File: config.mk
export PLATFORM = sky130hd
export DESIGN_NAME = xret_code_unit
export DESIGN_NICKNAME = d
export VERILOG_FILES = /design/src/rtl/xret_pkg.sv /design/src/rtl/xret_lr_gen.sv /design/src/rtl/xret_classify.sv /design/src/rtl/xret_fault_route.sv /design/src/rtl/xret_code_unit.sv
export SDC_FILE = /design/constraint.sdc
export NUM_CORES = 1
export LEC_CHECK = 0
export BUFFER_PORTS_ARGS = -buffer_cell sky130_fd_sc_hd__buf_2
export CORE_UTILIZATION = 33
export DETAILED_ROUTE_END_ITERATION = 10
export GPL_TIMING_DRIVEN = 0
export PLACE_DENSITY = 0.89
export SYNTH_ARGS = -nofsm -noshare
export SYNTH_HDL_FRONTEND = slang
export SYNTH_SLANG_ARGS = --single-unit
File: constraint.sdc
create_clock -name clk -period 1.2 [get_ports clk]
set_input_delay 0.18 -clock clk [delete_from_list [all_inputs] [get_ports clk]]
set_output_delay 0.18 -clock clk [all_outputs]
set_load 0.02 [all_outputs]
File: src/rtl/xret_pkg.sv
package xret_pkg;

  localparam int KIND_W = 3;

  typedef enum logic [KIND_W-1:0] {
    K_OTHER  = 3'd0,
    K_POP_PC = 3'd1,
    K_LDR_PC = 3'd2,
    K_BX     = 3'd3,
    K_VECTOR = 3'd4
  } pcw_kind_e;

  typedef struct packed {
    logic ret_ok;
    logic bad_ret;
    logic xn_hit;
    logic xn_state;
    logic to_handler;
    logic to_psp;
  } xret_dec_t;

  typedef struct packed {
    logic trig;
    logic mem;
    logic istate;
    logic iret;
    logic hard;
  } xret_pulse_t;

endpackage

File: src/rtl/xret_lr_gen.sv
module xret_lr_gen #(
  parameter int XLEN = 32
) (
  input  logic            clk,
  input  logic            rst,
  input  logic            entry,
  input  logic            handler,
  input  logic            spsel,
  output logic [XLEN-1:0] lr_code
);
  localparam int HI_H = XLEN - 4;
  localparam int HI_T = XLEN - 3;

  logic [XLEN-1:0] code_next;

  always_comb begin
    if (handler) code_next = {{HI_H{1'b1}}, 4'b0001};
    else         code_next = {{HI_T{1'b1}}, spsel, 2'b01};
  end

  always_ff @(posedge clk) begin
    if (rst)        lr_code <= '0;
    else if (entry) lr_code <= code_next;
  end
endmodule

File: src/rtl/xret_classify.sv
module xret_classify
  import xret_pkg::*;
#(
  parameter int XLEN   = 32,
  parameter int TAG_W  = 4,
  parameter int CODE_W = 4
) (
  input  logic              handler,
  input  logic [XLEN-1:0]   value,
  input  logic [KIND_W-1:0] kind,
  output xret_dec_t         dec
);
  localparam int FILL_LO = CODE_W;
  localparam int FILL_HI = XLEN - TAG_W - 1;
  localparam logic [CODE_W-1:0] C_H_MAIN = CODE_W'(4'h1);
  localparam logic [CODE_W-1:0] C_T_MAIN = CODE_W'(4'h9);
  localparam logic [CODE_W-1:0] C_T_PROC = CODE_W'(4'hD);

  logic              cand, fill_ok, known, ret_path;
  logic [CODE_W-1:0] code;

  assign cand    = &value[XLEN-1 -: TAG_W];
  assign fill_ok = &value[FILL_HI:FILL_LO];
  assign code    = value[CODE_W-1:0];
  assign known   = (code == C_H_MAIN) || (code == C_T_MAIN) || (code == C_T_PROC);

  always_comb begin
    unique case (kind)
      K_POP_PC, K_LDR_PC, K_BX: ret_path = handler;
      default:                  ret_path = 1'b0;
    endcase
  end

  always_comb begin
    dec.ret_ok     = cand & ret_path & fill_ok & known;
    dec.bad_ret    = cand & ret_path & ~(fill_ok & known);
    dec.xn_hit     = cand & ~ret_path;
    dec.xn_state   = ~value[0];
    dec.to_handler = (code == C_H_MAIN);
    dec.to_psp     = (code == C_T_PROC);
  end
endmodule

File: src/rtl/xret_fault_route.sv
module xret_fault_route
  import xret_pkg::*;
(
  input  logic        strobe,
  input  xret_dec_t   dec,
  input  logic        mem_en,
  input  logic        use_en,
  output xret_pulse_t pul
);
  logic want_mem, want_state, want_iret;

  assign want_mem   = strobe & dec.xn_hit & ~dec.xn_state;
  assign want_state = strobe & dec.xn_hit &  dec.xn_state;
  assign want_iret  = strobe & dec.bad_ret;

  always_comb begin
    pul.trig   = strobe & dec.ret_ok;
    pul.mem    = want_mem   & mem_en;
    pul.istate = want_state & use_en;
    pul.iret   = want_iret  & use_en;
    pul.hard   = (want_mem & ~mem_en) | ((want_state | want_iret) & ~use_en);
  end
endmodule

File: src/rtl/xret_code_unit.sv
module xret_code_unit
  import xret_pkg::*;
#(
  parameter int XLEN   = 32,
  parameter int TAG_W  = 4,
  parameter int CODE_W = 4
) (
  input  logic              clk,
  input  logic              rst,
  input  logic              handler_i,
  input  logic              spsel_i,
  input  logic              entry_i,
  input  logic              pcw_valid_i,
  input  logic [XLEN-1:0]   pcw_value_i,
  input  logic [KIND_W-1:0] pcw_kind_i,
  input  logic              mem_en_i,
  input  logic              use_en_i,
  output logic [XLEN-1:0]   lr_code_o,
  output logic              ret_trig_o,
  output logic              ret_handler_o,
  output logic              ret_psp_o,
  output logic              flt_mem_o,
  output logic              flt_istate_o,
  output logic              flt_iret_o,
  output logic              flt_hard_o
);
  xret_dec_t   dec;
  xret_pulse_t pul;

  xret_lr_gen #(.XLEN(XLEN)) u_lr (
    .clk(clk), .rst(rst), .entry(entry_i), .handler(handler_i),
    .spsel(spsel_i), .lr_code(lr_code_o)
  );

  xret_classify #(.XLEN(XLEN), .TAG_W(TAG_W), .CODE_W(CODE_W)) u_cls (
    .handler(handler_i), .value(pcw_value_i), .kind(pcw_kind_i), .dec(dec)
  );

  xret_fault_route u_route (
    .strobe(pcw_valid_i), .dec(dec), .mem_en(mem_en_i),
    .use_en(use_en_i), .pul(pul)
  );

  always_ff @(posedge clk) begin
    if (rst) begin
      ret_trig_o   <= 1'b0;
      flt_mem_o    <= 1'b0;
      flt_istate_o <= 1'b0;
      flt_iret_o   <= 1'b0;
      flt_hard_o   <= 1'b0;
    end else begin
      ret_trig_o   <= pul.trig;
      flt_mem_o    <= pul.mem;
      flt_istate_o <= pul.istate;
      flt_iret_o   <= pul.iret;
      flt_hard_o   <= pul.hard;
    end
  end

  always_ff @(posedge clk) begin
    if (rst) begin
      ret_handler_o <= 1'b0;
      ret_psp_o     <= 1'b0;
    end else if (pul.trig) begin
      ret_handler_o <= dec.to_handler;
      ret_psp_o     <= dec.to_psp;
    end
  end

  assert_handler_code_R1: assert property (@(posedge clk) disable iff (rst)
    entry_i && handler_i |=> lr_code_o == 32'hFFFF_FFF1);

  assert_thread_code_R2: assert property (@(posedge clk) disable iff (rst)
    entry_i && !handler_i |=> lr_code_o == {{(XLEN-3){1'b1}}, $past(spsel_i), 2'b01});

  assert_trig_source_R3: assert property (@(posedge clk) disable iff (rst)
    ret_trig_o |-> $past(pcw_valid_i) && $past(handler_i) && $past(&pcw_value_i[XLEN-1 -: TAG_W]));

  assert_plain_value_R4: assert property (@(posedge clk) disable iff (rst)
    pcw_valid_i && !(&pcw_value_i[XLEN-1 -: TAG_W]) |=> !ret_trig_o && !flt_mem_o && !flt_istate_o && !flt_iret_o && !flt_hard_o);

  assert_thread_no_ret_R5: assert property (@(posedge clk) disable iff (rst)
    pcw_valid_i && !handler_i |=> !ret_trig_o && !flt_iret_o);

  assert_mem_enabled_R6: assert property (@(posedge clk) disable iff (rst)
    flt_mem_o |-> $past(mem_en_i));

  assert_onehot_R8: assert property (@(posedge clk) disable iff (rst)
    $onehot0({ret_trig_o, flt_mem_o, flt_istate_o, flt_iret_o, flt_hard_o}));

  assert_quiet_R8: assert property (@(posedge clk) disable iff (rst)
    !pcw_valid_i |=> !ret_trig_o && !flt_mem_o && !flt_istate_o && !flt_iret_o && !flt_hard_o);

  assert_hold_R9: assert property (@(posedge clk) disable iff (rst)
    !ret_trig_o && !$past(rst) |-> $stable(ret_handler_o) && $stable(ret_psp_o));
endmodule

Yosys cells after proc, flatten, opt, wreduce, memory -nomap -nowiden
Cells that the tools add are included.
- register bits after elaboration: 39
- input port bits: 43
- logic and storage cells: 44
- equality and inequality tests: 6
- mux-type cells: 2
- bitwise logic cells: 23
- reductions and logical operators: 5
- operator list (kind ; count):
    AND reduction 24 bit ; 1
    AND 1 bit ; 16
    equality test 4 bit, second input constant ; 2
    equality test 3 x 2 -> 1 bit, second input constant ; 2
    inverter 1 bit ; 5
    equality test 4 x 1 -> 1 bit, second input constant ; 1
    two-way mux 4 bit ; 1
    AND reduction 4 bit ; 1
    equality test 3 x 1 -> 1 bit, second input constant ; 1
    OR reduction 3 bit ; 1
    logical OR 1 bit ; 2
    bitwise OR 1 bit ; 2
    two-way mux 1 bit ; 1

Longest topological paths before layout
- word-level depth: 10
- depth in mapped cells: 4

Cells and area by module
From an unflattened synthesis, not the netlist that was laid out.
- cell total of the unflattened synthesis: 88
- area total of the unflattened synthesis: 723.2 um^2
- modules (own cells, without submodules) (module ; instances ; cells an instance ; area an instance (um^2)):
    xret_lr_gen ; 1 ; 40 ; 319.1
    xret_code_unit ; 1 ; 16 ; 201.4
    xret_classify ; 1 ; 23 ; 146.4
    xret_fault_route ; 1 ; 9 ; 56.3

Least setup slack after synthesis
No wires, ideal clock.
- path kind: register to output
- start point: register u_lr.lr_code[30] (netlist name)
- end point: output port lr_code_o[10]
- arrival: 1.137 ns
- slack: -0.117 ns
- stages on the path, launching flop included: 2
- path through: dfxtp_1 buf_4
- RTL lines (item ; line ; text):
    end, declared ; xret_code_unit.sv:18 ; output logic [XLEN-1:0] lr_code_o,

==> reports/qor.yml <==
sta:
  fin_crit_ns: 1.20
  holdWs_ns: 0.147
  setup_ws_ns: -0.00398
  setup_viol_count_final: 7
  max_freq_mhz: 831
  totalNegativeSetupSlack_ns: -0.0113
  layout_worst_path_cycle_share_pct: 100
  hold_viol_final: 0
  rsz0062_at_grt: "yes"
  worst_clock_skew_ns: 0
  finalMaxSlewViolations: 0
placed_design:
  place_hpwl_um: 1720
  placedInstanceArea_um2: 1170
  place_inst: 193
  portBuffers: 80
  gp_congestion: 0.775
detailed_routing:
  vias: 922
  vias_per_cell: 4.63
  first_pass_iters: 4
  route.detailed.drc: 0
  drt_first_iter_violations: 11
  antenna_violating_nets_left: 0
  drt_wl_total_um: 2240
  avgRoutedWirePerCell_um: 11.3
setup_path:
  endpoint_kind: "primary output"
  timing.critical_path.fanout_max: 15
  timing_worst_setup_path_type: "reg -> out"
  worst-endpoint-required_ns: 1.02
  critPathArrivalTime_ns: 1.02
  cp-start-kind: "flop"
job:
  cap_viol_max_count: 0
outcome:
  failed_checks: "negative setup slack"
  outcome: "finished with violations"
grt:
  grt-ovfl-total: 0
  track_usage_pct: 19.6
  antenna_violations_before_repair: 0
  largest_net_degree_at_the_start_of_global_routing: 16
  first_pass_grt_wire_length_um: 3580
  first_global_vias: 905
floorplan:
  floorplan.initialDensity_pct: 36.2
  io_pins: 82
  die_width_um: 49.3
  die_height_um: 49.3
  die-area_um2: 2430
  core_area_um2: 2040
  row_count: 16
yosys:
  ys_seq_elements: 10
  yosys_warnings: 0
  synth_nets: 129
  post_synthesis_cells: 86
  ys_types: 28
  synth.cell_area_um2: 739
  synth_area_per_cell_um2: 8.60
  sequential_to_total_area_share_from_yosys_stat_pct: 27.1
clock_tree:
  cts.clk_slew.worst_paths_ns: 0.07
  cts_num_sinks: 10
  clock_tree_from_tritoncts: "built"
  max_h_tree_level: 1
  clock_tree.buffer_depth: 2
  cts_inserted_buffers: 3
  root_buffer: "clkbuf_4"
  worstSkewPairLatency_ns: 0.26
power:
  cell_internal_pwr_w: 0.000751
  power_switching_w: 0.000340
  netSwitchingFraction_pct: 31.2
  seqPwrFrac_pct: 31.4
  comb_power_share_pct: 48.1
  power.density_nw_per_um2: 753
  p_clk_share_pct: 20.4
  cellLeakagePower_nw: 0.788
  largest_voltage_drop_on_the_vdd_net_mv: 0.628
cells_and_area:
  fillerInstances: 158
  fin_nets: 217
  finish.instance_area_um2: 1450
  final_core_utilization_pct: 71.0
  n_antenna_cell: 0
  layoutNonFillerInstCount: 199
  layout.cells.most_common_list: "buf_2 (52), buf_6 (35), buf_4 (23)"
  area.sequential_um2: 204
  area_delta_synth_final_pct: 95.9
  most_frequent_standard_cell_in_the_layout_excluding_fill_and_tap_cells: "buf_2"
  multiInputGateArea_um2: 318
  drive_gt1_share_pct: 72.1
min_path:
  hold_class: "in -> reg"
## layout make-up
class                   count  area share [%]
multi-input cells          46            21.9
repair buffers             83            43.0
inverters                   1           0.259
clock buffers               3            1.55
plain buffers              29            16.8
flip-flops and latches     10            14.1
well taps                  27            2.33
## power by group through the flow
stage	sequential, W	combinational, W	clock, W
after floorplan	0.000370	0.000219	0
after global routing	0.000344	0.000556	0.000253
after CTS	0.000343	0.000475	0.000229
after global placement	0.000363	0.000365	0
after detailed placement	0.000366	0.000376	0
final	0.000343	0.000525	0.000223
## state kept, by name, summed over array words and instances (netlist names)
name,count
flt_iret_o,1
flt_hard_o,1
flt_istate_o,1
flt_mem_o,1
u_lr.lr_code,3
ret_handler_o,1
ret_psp_o,1
ret_trig_o,1
## cell families after synthesis
family	synth area share (%)
muxes	2.71
buffers and inverters	29.9
and+or+nand+nor	35.2
other	0.507
AOI/OAI and AO/OA	4.57
DFF	27.1
## what timing repair did
action                     in CTS  in global routing
hold buffers                    0                  0
gates resized for setup        43                 24
setup endpoints to repair      29                 28
buffers inserted                2                  1
## per-stage QoR
step                power (W)  setup WS, ns
global placement     0.000728        0.0649
finish                0.00109      -0.00398
detailed placement   0.000742        0.0494
CTS                   0.00105       -0.0203
floorplan            0.000589         0.189
global route          0.00115       -0.0386
## Yosys cell counts (all sizes together)
master / count / area share [%]
or2b: 2 / 2.4
conb: 1 / 0.51
nand2b: 3 / 3.9
mux2i: 2 / 2.7
and4: 1 / 1.2
nor3: 5 / 6.4
inv: 1 / 0.51
buf: 29 / 29
nand2: 2 / 1.0
or3: 1 / 0.85
nor2: 8 / 4.1
and3: 2 / 1.7
and2b: 1 / 1.0
nor2b: 1 / 0.85
a21oi: 1 / 0.68
o21a: 1 / 1.0
a211oi: 2 / 2.0
dfxtp: 10 / 27
nor4: 1 / 1.7
nand3b: 1 / 1.0
or2: 1 / 0.85
a31oi: 1 / 0.85
nand3: 1 / 0.68
nand4: 8 / 7.6
## routing by layer
metal | share of wire, % | track usage, %
met1 | 33 | 14.6
met2 | 55 | 42.5
met3 | 10 | 5.61
met5 | 0 | 0
met4 | 1.4 | 9.31
## path summary, 6_finish.rpt
path	from	end	slack [ns]	depth (start not counted)
max	u_lr.lr_code[30]$_SDFFE_PP0P_	lr_code_o[22]	-0.004	3
min	entry_i	u_lr.lr_code[3]$_SDFFE_PP0P_	0.15	2
max reg2reg	u_lr.lr_code[30]$_SDFFE_PP0P_	u_lr.lr_code[30]$_SDFFE_PP0P_	0.32	4
min reg2reg	u_lr.lr_code[2]$_SDFFE_PP0P_	u_lr.lr_code[2]$_SDFFE_PP0P_	0.49	2
## worst max-delay path, stage by stage, from the launching register on
cell	delay [ns]
dfxtp_4	0.36
buf_12	0.14
buf_4	0.13
buf_6	0.12
No activity file was read; power rests on OpenSTA's default activity.
